`config.mk`:
```
export PLATFORM = sky130hd
export DESIGN_NAME = xmem_async_ctrl
export DESIGN_NICKNAME = d
export VERILOG_FILES = /design/src/rtl/xmem_pkg.sv /design/src/rtl/xmem_wait_sync.sv /design/src/rtl/xmem_timing_sel.sv /design/src/rtl/xmem_seq.sv /design/src/rtl/xmem_async_ctrl.sv
export SDC_FILE = /design/constraint.sdc
export NUM_CORES = 1
export LEC_CHECK = 0
export BUFFER_PORTS_ARGS = -buffer_cell sky130_fd_sc_hd__buf_2
export CAP_MARGIN = 20
export CELL_PAD_IN_SITES_DETAIL_PLACEMENT = 1
export CELL_PAD_IN_SITES_GLOBAL_PLACEMENT = 2
export CORE_MARGIN = 2
export CORE_UTILIZATION = 26
export CTS_BUF_LIST = sky130_fd_sc_hd__clkbuf_4 sky130_fd_sc_hd__clkbuf_8 sky130_fd_sc_hd__clkbuf_16
export CTS_CLUSTER_SIZE = 8
export DETAILED_ROUTE_END_ITERATION = 6
export GPL_TIMING_DRIVEN = 0
export PLACE_DENSITY_LB_ADDON = 0.1
export SYNTH_ARGS = -nofsm -noshare
export SYNTH_HDL_FRONTEND = slang
export SYNTH_SLANG_ARGS = --single-unit
export TNS_END_PERCENT = 10
```
`constraint.sdc`:
```
create_clock -name clk -period 5.1 [get_ports clk]
set_clock_uncertainty 0.1 [all_clocks]
set_input_delay 0.51 -clock clk [delete_from_list [all_inputs] [get_ports clk]]
set_output_delay 0.51 -clock clk [all_outputs]
set_load 0.01 [all_outputs]
```
`src/rtl/xmem_pkg.sv`:
```
package xmem_pkg;
  localparam int XM_CNT_W   = 4;
  localparam int XM_REL_CYC = 4;

  typedef enum logic [2:0] {
    XS_IDLE,
    XS_SETUP,
    XS_STROBE,
    XS_WAITX,
    XS_WREL,
    XS_HOLD,
    XS_TURN
  } xm_state_e;

  function automatic logic [XM_CNT_W-1:0] xm_min1(input logic [XM_CNT_W-1:0] v);
    return (v == '0) ? XM_CNT_W'(1) : v;
  endfunction
endpackage

```
`src/rtl/xmem_wait_sync.sv`:
```
module xmem_wait_sync #(
  parameter int STAGES = 2
) (
  input  logic clk,
  input  logic rst_n,
  input  logic wait_n_async,
  output logic waiting
);
  logic [STAGES-1:0] ff_q;

  always_ff @(posedge clk or negedge rst_n) begin
    if (!rst_n) begin
      ff_q <= '1;
    end else begin
      ff_q <= {ff_q[STAGES-2:0], wait_n_async};
    end
  end

  assign waiting = ~ff_q[STAGES-1];
endmodule

```
`src/rtl/xmem_timing_sel.sv`:
```
module xmem_timing_sel import xmem_pkg::*; #(
  parameter int NCS = 3,
  parameter int IW  = 2
) (
  input  logic [IW-1:0]           sel_idx,
  input  logic                    sel_wr,
  input  logic [NCS*XM_CNT_W-1:0] rd_setup,
  input  logic [NCS*XM_CNT_W-1:0] rd_strobe,
  input  logic [NCS*XM_CNT_W-1:0] rd_hold,
  input  logic [NCS*XM_CNT_W-1:0] wr_setup,
  input  logic [NCS*XM_CNT_W-1:0] wr_strobe,
  input  logic [NCS*XM_CNT_W-1:0] wr_hold,
  input  logic [NCS*XM_CNT_W-1:0] turn,
  input  logic [NCS-1:0]          ext_wait,
  input  logic [NCS-1:0]          sel_strobe,
  output logic [XM_CNT_W-1:0]     setup_len,
  output logic [XM_CNT_W-1:0]     strobe_len,
  output logic [XM_CNT_W-1:0]     hold_len,
  output logic [XM_CNT_W-1:0]     turn_len,
  output logic                    ew_en,
  output logic                    ss_en
);
  localparam int CW = XM_CNT_W;

  logic [CW-1:0] s_raw, st_raw, h_raw;

  always_comb begin
    s_raw    = '0;
    st_raw   = '0;
    h_raw    = '0;
    turn_len = '0;
    ew_en    = 1'b0;
    ss_en    = 1'b0;
    for (int i = 0; i < NCS; i++) begin
      if (sel_idx == IW'(i)) begin
        s_raw    = sel_wr ? wr_setup[i*CW +: CW]  : rd_setup[i*CW +: CW];
        st_raw   = sel_wr ? wr_strobe[i*CW +: CW] : rd_strobe[i*CW +: CW];
        h_raw    = sel_wr ? wr_hold[i*CW +: CW]   : rd_hold[i*CW +: CW];
        turn_len = turn[i*CW +: CW];
        ew_en    = ext_wait[i];
        ss_en    = sel_strobe[i];
      end
    end
  end

  assign setup_len  = xm_min1(s_raw);
  assign strobe_len = xm_min1(st_raw);
  assign hold_len   = xm_min1(h_raw);
endmodule

```
`src/rtl/xmem_seq.sv`:
```
module xmem_seq import xmem_pkg::*; #(
  parameter int AW  = 22,
  parameter int DW  = 16,
  parameter int BW  = 2,
  parameter int MW  = 2,
  parameter int NCS = 3,
  parameter int IW  = 2
) (
  input  logic                clk,
  input  logic                rst_n,
  input  logic                req_valid,
  output logic                req_ready,
  input  logic                req_write,
  input  logic [IW-1:0]       req_cs,
  input  logic [AW-1:0]       req_addr,
  input  logic [BW-1:0]       req_bank,
  input  logic [MW-1:0]       req_be,
  input  logic [DW-1:0]       req_wdata,
  input  logic [XM_CNT_W-1:0] setup_len,
  input  logic [XM_CNT_W-1:0] strobe_len,
  input  logic [XM_CNT_W-1:0] hold_len,
  input  logic [XM_CNT_W-1:0] turn_len,
  input  logic                ew_en,
  input  logic                ss_en,
  input  logic                waiting,
  output logic [IW-1:0]       cur_idx,
  output logic                cur_wr,
  output logic                rsp_done,
  output logic [DW-1:0]       rsp_rdata,
  output logic [NCS-1:0]      mem_cs_n,
  output logic                mem_oe_n,
  output logic                mem_we_n,
  output logic [AW-1:0]       mem_addr,
  output logic [BW-1:0]       mem_bank,
  output logic [MW-1:0]       mem_bmask_n,
  output logic [DW-1:0]       mem_dq_out,
  output logic                mem_dq_oe,
  input  logic [DW-1:0]       mem_dq_in
);
  localparam int            CW       = XM_CNT_W;
  localparam logic [CW-1:0] REL_LAST = CW'(XM_REL_CYC - 1);

  xm_state_e     state_q, state_d;
  logic [CW-1:0] cnt_q, cnt_d;
  logic          accept, capture;
  logic [IW-1:0] idx_q;
  logic          wr_q;
  logic [AW-1:0] addr_q;
  logic [BW-1:0] bank_q;
  logic [MW-1:0] bmask_q;
  logic [DW-1:0] wdata_q;
  logic [DW-1:0] rdata_q;
  logic          in_access, in_strobe, cs_window;

  assign req_ready = (state_q == XS_IDLE);
  assign accept    = req_valid && req_ready;

  // next-state and phase counter
  always_comb begin
    state_d = state_q;
    cnt_d   = cnt_q;
    capture = 1'b0;
    case (state_q)
      XS_IDLE: begin
        if (accept) begin
          state_d = XS_SETUP;
          cnt_d   = '0;
        end
      end
      XS_SETUP: begin
        if (cnt_q == setup_len - 1'b1) begin
          state_d = XS_STROBE;
          cnt_d   = '0;
        end else begin
          cnt_d = cnt_q + 1'b1;
        end
      end
      XS_STROBE: begin
        if (cnt_q == strobe_len - 1'b1) begin
          cnt_d = '0;
          if (ew_en && waiting) begin
            state_d = XS_WAITX;
          end else begin
            state_d = XS_HOLD;
            capture = 1'b1;
          end
        end else begin
          cnt_d = cnt_q + 1'b1;
        end
      end
      XS_WAITX: begin
        if (!waiting) begin
          state_d = XS_WREL;
          cnt_d   = '0;
        end
      end
      XS_WREL: begin
        if (cnt_q == REL_LAST) begin
          state_d = XS_HOLD;
          cnt_d   = '0;
          capture = 1'b1;
        end else begin
          cnt_d = cnt_q + 1'b1;
        end
      end
      XS_HOLD: begin
        if (cnt_q == hold_len - 1'b1) begin
          cnt_d   = '0;
          state_d = (turn_len != '0) ? XS_TURN : XS_IDLE;
        end else begin
          cnt_d = cnt_q + 1'b1;
        end
      end
      XS_TURN: begin
        if (cnt_q == turn_len - 1'b1) begin
          state_d = XS_IDLE;
          cnt_d   = '0;
        end else begin
          cnt_d = cnt_q + 1'b1;
        end
      end
      default: begin
        state_d = XS_IDLE;
        cnt_d   = '0;
      end
    endcase
  end

  always_ff @(posedge clk or negedge rst_n) begin
    if (!rst_n) begin
      state_q <= XS_IDLE;
      cnt_q   <= '0;
    end else begin
      state_q <= state_d;
      cnt_q   <= cnt_d;
    end
  end

  // request latch, enabled by the handshake
  always_ff @(posedge clk or negedge rst_n) begin
    if (!rst_n) begin
      idx_q   <= '0;
      wr_q    <= 1'b0;
      addr_q  <= '0;
      bank_q  <= '0;
      bmask_q <= '1;
      wdata_q <= '0;
    end else if (accept) begin
      idx_q   <= req_cs;
      wr_q    <= req_write;
      addr_q  <= req_addr;
      bank_q  <= req_bank;
      bmask_q <= ~req_be;
      wdata_q <= req_wdata;
    end
  end

  // read data, enabled on the final strobe cycle
  always_ff @(posedge clk or negedge rst_n) begin
    if (!rst_n) begin
      rdata_q <= '0;
    end else if (capture) begin
      rdata_q <= mem_dq_in;
    end
  end

  assign in_strobe = (state_q == XS_STROBE) || (state_q == XS_WAITX) ||
                     (state_q == XS_WREL);
  assign in_access = in_strobe || (state_q == XS_SETUP) || (state_q == XS_HOLD);
  assign cs_window = ss_en ? in_strobe : in_access;

  for (genvar g = 0; g < NCS; g++) begin : g_cs
    assign mem_cs_n[g] = ~(cs_window && (idx_q == IW'(g)));
  end

  assign mem_oe_n    = ~(in_strobe && !wr_q);
  assign mem_we_n    = ~(in_strobe && wr_q);
  assign mem_addr    = addr_q;
  assign mem_bank    = bank_q;
  assign mem_bmask_n = in_access ? bmask_q : '1;
  assign mem_dq_out  = wdata_q;
  assign mem_dq_oe   = in_access && wr_q;
  assign rsp_done    = (state_q == XS_HOLD) && (cnt_q == hold_len - 1'b1);
  assign rsp_rdata   = rdata_q;
  assign cur_idx     = idx_q;
  assign cur_wr      = wr_q;
endmodule

```
`src/rtl/xmem_async_ctrl.sv`:
```
module xmem_async_ctrl import xmem_pkg::*; #(
  parameter int AW  = 22,
  parameter int DW  = 16,
  parameter int BW  = 2,
  parameter int NCS = 3,
  localparam int IW = (NCS > 1) ? $clog2(NCS) : 1,
  localparam int MW = DW / 8
) (
  input  logic                    clk,
  input  logic                    rst_n,
  input  logic                    req_valid,
  output logic                    req_ready,
  input  logic                    req_write,
  input  logic [IW-1:0]           req_cs,
  input  logic [AW-1:0]           req_addr,
  input  logic [BW-1:0]           req_bank,
  input  logic [MW-1:0]           req_be,
  input  logic [DW-1:0]           req_wdata,
  input  logic [NCS*XM_CNT_W-1:0] cfg_rd_setup,
  input  logic [NCS*XM_CNT_W-1:0] cfg_rd_strobe,
  input  logic [NCS*XM_CNT_W-1:0] cfg_rd_hold,
  input  logic [NCS*XM_CNT_W-1:0] cfg_wr_setup,
  input  logic [NCS*XM_CNT_W-1:0] cfg_wr_strobe,
  input  logic [NCS*XM_CNT_W-1:0] cfg_wr_hold,
  input  logic [NCS*XM_CNT_W-1:0] cfg_turn,
  input  logic [NCS-1:0]          cfg_ext_wait,
  input  logic [NCS-1:0]          cfg_sel_strobe,
  output logic                    rsp_done,
  output logic [DW-1:0]           rsp_rdata,
  output logic [NCS-1:0]          mem_cs_n,
  output logic                    mem_oe_n,
  output logic                    mem_we_n,
  output logic [AW-1:0]           mem_addr,
  output logic [BW-1:0]           mem_bank,
  output logic [MW-1:0]           mem_bmask_n,
  output logic [DW-1:0]           mem_dq_out,
  output logic                    mem_dq_oe,
  input  logic [DW-1:0]           mem_dq_in,
  input  logic                    mem_wait_n
);
  logic [XM_CNT_W-1:0] setup_len, strobe_len, hold_len, turn_len;
  logic                ew_en, ss_en, waiting, cur_wr;
  logic [IW-1:0]       cur_idx;

  xmem_wait_sync #(.STAGES(2)) u_sync (
    .clk          (clk),
    .rst_n        (rst_n),
    .wait_n_async (mem_wait_n),
    .waiting      (waiting)
  );

  xmem_timing_sel #(.NCS(NCS), .IW(IW)) u_tsel (
    .sel_idx    (cur_idx),
    .sel_wr     (cur_wr),
    .rd_setup   (cfg_rd_setup),
    .rd_strobe  (cfg_rd_strobe),
    .rd_hold    (cfg_rd_hold),
    .wr_setup   (cfg_wr_setup),
    .wr_strobe  (cfg_wr_strobe),
    .wr_hold    (cfg_wr_hold),
    .turn       (cfg_turn),
    .ext_wait   (cfg_ext_wait),
    .sel_strobe (cfg_sel_strobe),
    .setup_len  (setup_len),
    .strobe_len (strobe_len),
    .hold_len   (hold_len),
    .turn_len   (turn_len),
    .ew_en      (ew_en),
    .ss_en      (ss_en)
  );

  xmem_seq #(
    .AW(AW), .DW(DW), .BW(BW), .MW(MW), .NCS(NCS), .IW(IW)
  ) u_seq (
    .clk         (clk),
    .rst_n       (rst_n),
    .req_valid   (req_valid),
    .req_ready   (req_ready),
    .req_write   (req_write),
    .req_cs      (req_cs),
    .req_addr    (req_addr),
    .req_bank    (req_bank),
    .req_be      (req_be),
    .req_wdata   (req_wdata),
    .setup_len   (setup_len),
    .strobe_len  (strobe_len),
    .hold_len    (hold_len),
    .turn_len    (turn_len),
    .ew_en       (ew_en),
    .ss_en       (ss_en),
    .waiting     (waiting),
    .cur_idx     (cur_idx),
    .cur_wr      (cur_wr),
    .rsp_done    (rsp_done),
    .rsp_rdata   (rsp_rdata),
    .mem_cs_n    (mem_cs_n),
    .mem_oe_n    (mem_oe_n),
    .mem_we_n    (mem_we_n),
    .mem_addr    (mem_addr),
    .mem_bank    (mem_bank),
    .mem_bmask_n (mem_bmask_n),
    .mem_dq_out  (mem_dq_out),
    .mem_dq_oe   (mem_dq_oe),
    .mem_dq_in   (mem_dq_in)
  );
endmodule

```
==> impl_metrics.tcl <==
set metrics [dict create \
    status "finished clean" \
    post-route-util 0.3721 \
    final_area_mm2 0.005932 \
    fin_cells 905 \
    slowest_delay_ps 450 \
    placed_cells 888 \
    clockRootBuffer "clkbuf_16" \
    fin_nets 844 \
    startpoint_type "register" \
    path_cells "buf_2, buf_2, mux2_2, a22oi_1, ha_1, xor2_1, or3b_1, mux2_2, o41ai_1, a21oi_1, a211oi_2, a22o_4, nor2b_4, mux2_4" \
    critPathLaunch "u_seq.cur_idx[0]" \
    setup_ws_ps 750.9 \
    min_period_ps 4349 \
    num_vias 4160 \
    timing.max_cap.violations 0 \
    power_density_mw_per_mm2 644.5 \
    dp_hpwl_um 12060 \
    gp_congestion 0.7668 \
    io_pins 221 \
    first_iter_violations 100 \
    synth_cell_types 66 \
    synth-edff-count 0 \
    yosys_most_used_dff "dfrtp_1" \
    synth_area_leaders "dfrtp_1, nand2_1, mux2_2" \
    route.antenna.remaining_nets 0 \
    peakVddDrop_mv 0.2204 \
    io_buffer_count 220 \
    die_w_um 132.0 \
    setup_viol 0 \
    slew_headroom 0.6387 \
    synth-seq-area-share 0.4127 \
    leakagePower_nw 3.073 \
    clock-sinks 70 \
    detail_route.vias_per_cell 4.597 \
    syn_inst 451 \
    finalPower_mw 3.823 \
    clock_path_buffers 2 \
    fin_tns_setup_ps 0 \
    timing.rr.end "u_seq.state_q[0]" \
    cp.required_ps 5210 \
    cts_max_level 3 \
    die_h_um 132.0 \
    r2r_start "u_seq.cur_idx[0]" \
    post_cts.repair.setup_buffers 0 \
    dieArea_mm2 0.01741 \
    grt_pass1_wl_um 24150 \
    antenna_found_initial 2 \
    yosysWarnings 0 \
    placed_area_mm2 0.005658 \
    dr.pass1.iters 4 \
    synth_area_per_cell_um2 9.438 \
    fmax_mhz 229.9 \
    drc_errors 0 \
    rows 46 \
    worstPathArrival_ps 4460 \
    drive_gt1_frac 0.4462 \
    synth_area_mm2 0.004257 \
    initial_utilization 0.2670 \
    critPathMaxFanout 10 \
    crit_buf_inv 2 \
    ys_ff_latch 70 \
    cpMaxStageDelayCell "dfrtp_1" \
    period_share 0.8528 \
    cts_tree "yes" \
    end_kind "register" \
    grt_pass1_vias 4534 \
    cts_resized 0 \
    drv_slew 0 \
    hold_ws_ps 10.18 \
    core_area_mm2 0.01594 \
    ctsHoldBuffers 0 \
    grt_max_degree 43 \
    crit_type "register to register" \
    grt_setup_unrepaired "no" \
    routed_wl_um 14990 \
    clk_pin_slew_worst_paths_ps 50 \
    tightest_slew_ps 535.2 \
    critPathTopFamily "compound AO/OA/AOI/OAI gates" \
    synth_top_cell_by_area "dfrtp_1" \
    synthToLayoutAreaGrowth_pct 39.36 \
    grt_usage 0.1740 \
    hold_path.class "primary input to asynchronous set/reset pin" \
    grt_remaining_overflow 0 \
    r2r_setup_slack_ps 750 \
    ff2ff_path_depth 14 \
    synthArstFlopShare 1.000 \
    clkLatencyLatePin_ps 330 \
    synthesis.nets 612 \
    wl_per_cell_um 16.57 \
    hold_violations 0 \
    pre_cts_slack_ps 723.7 \
    cts_buffers 9 \
    synth_top_area_share 0.3880 \
]
## registers in the layout, indices dropped and copies added (netlist names)
register          cells
u_seq.bmask_q         2
u_seq.cnt_q           4
u_seq.cur_idx         2
u_seq.cur_wr          1
u_seq.mem_addr       22
u_seq.mem_bank        2
u_seq.mem_dq_out     16
u_seq.rsp_rdata      16
u_seq.state_q         3
u_sync.ff_q           2
## how the worst max path moves through the flow
stage	depth (start not counted)	slack (ps)	endpoint
finish	14	750	u_seq.state_q[0]
global route	14	490	u_seq.state_q[0]
CTS	14	700	u_seq.state_q[0]
detailed placement	14	720	u_seq.state_q[0]
global placement	14	850	u_seq.state_q[0]
floorplan	14	1350	u_seq.state_q[0]
## placed cells by master, fill, tap and decap left out, types with 2 or more instances in the layout
| master | instances |
|---|---|
| and2_1 | 5 |
| and3_1 | 2 |
| a22oi_1 | 3 |
| nand2b_1 | 9 |
| mux2i_1 | 17 |
| xor2_1 | 6 |
| buf_4 | 5 |
| inv_1 | 6 |
| clkbuf_4 | 3 |
| dfrtp_1 | 66 |
| dfstp_2 | 4 |
| a21o_1 | 2 |
| buf_2 | 224 |
| xnor2_1 | 10 |
| mux2_4 | 14 |
| o22ai_1 | 5 |
| nand3_1 | 6 |
| buf_6 | 3 |
| or2_2 | 3 |
| a21oi_1 | 9 |
| clkbuf_16 | 9 |
| mux2_2 | 20 |
| nand3b_1 | 2 |
| mux4_1 | 2 |
| o2111ai_1 | 2 |
| a41oi_1 | 2 |
| clkbuf_1 | 12 |
| a31oi_1 | 5 |
| mux4_2 | 3 |
| ha_1 | 6 |
| clkinv_2 | 3 |
| nor3_1 | 4 |
| nor2b_1 | 3 |
| a21oi_2 | 2 |
| nand2_1 | 153 |
| o21ai_0 | 15 |
| nor2_1 | 9 |
## worst register-to-register path, cell delays in order, from the launching register on
cell      delay, ps
dfrtp_1         450
buf_2           270
buf_2           280
mux2_2          390
a22oi_1         250
ha_1            310
xor2_1          180
or3b_1          360
mux2_2          290
o41ai_1         330
a21oi_1         140
a211oi_2        230
a22o_4          200
nor2b_4         150
mux2_4          300
## Yosys cell counts (6+ instances only)
library cell	number
nand2b_1	9
nand2_1	153
dfrtp_1	66
clkbuf_1	12
mux2i_1	17
xnor2_1	10
xor2_1	6
nand3_1	6
mux2_4	14
mux2_2	20
a21oi_1	9
inv_1	6
nor2_1	9
ha_1	6
o21ai_0	15
## metal layers
metal / vias up / global-route usage / wire [µm]
met5: - / 0 / 11
met4: 2 / 0.06099 / 286
met3: 20 / 0.05575 / 1243
met2: 149 / 0.3035 / 7362
met1: 1978 / 0.2002 / 6091
li1: 2011 / - / -
## report_power, final
| part | switching [mW] | leakage, nW | internal (mW) |
|---|---|---|---|
| logic | 1.29 | 2.06 | 1.01 |
| clock network | 0.232 | 0.141 | 0.344 |
| registers | 0.136 | 0.869 | 0.813 |
## kinds of logic after synthesis
kind of cell	Yosys count	synth area share
AND/OR/NAND/NOR	203	0.2078
flip-flops	70	0.4127
AO/OA/AOI/OAI	67	0.1152
multiplexers	56	0.1705
buffers and inverters	33	0.04321
XOR/XNOR	16	0.03292
adder cells (fa/ha/maj)	6	0.01764
## area by class of cell
class | count | area, µm²
Multi-Input combinational cell | 348 | 2316
Buffer | 26 | 157.7
Fill cell | 1950 | 10010
Clock inverter | 4 | 23.77
Antenna cell | 1 | 2.502
Timing Repair Buffer | 221 | 1131
Tap cell | 216 | 270.3
Sequential cell | 70 | 1757
Clock buffer | 12 | 247.7
Inverter | 7 | 26.28
Power figures use the tool's default switching activity.
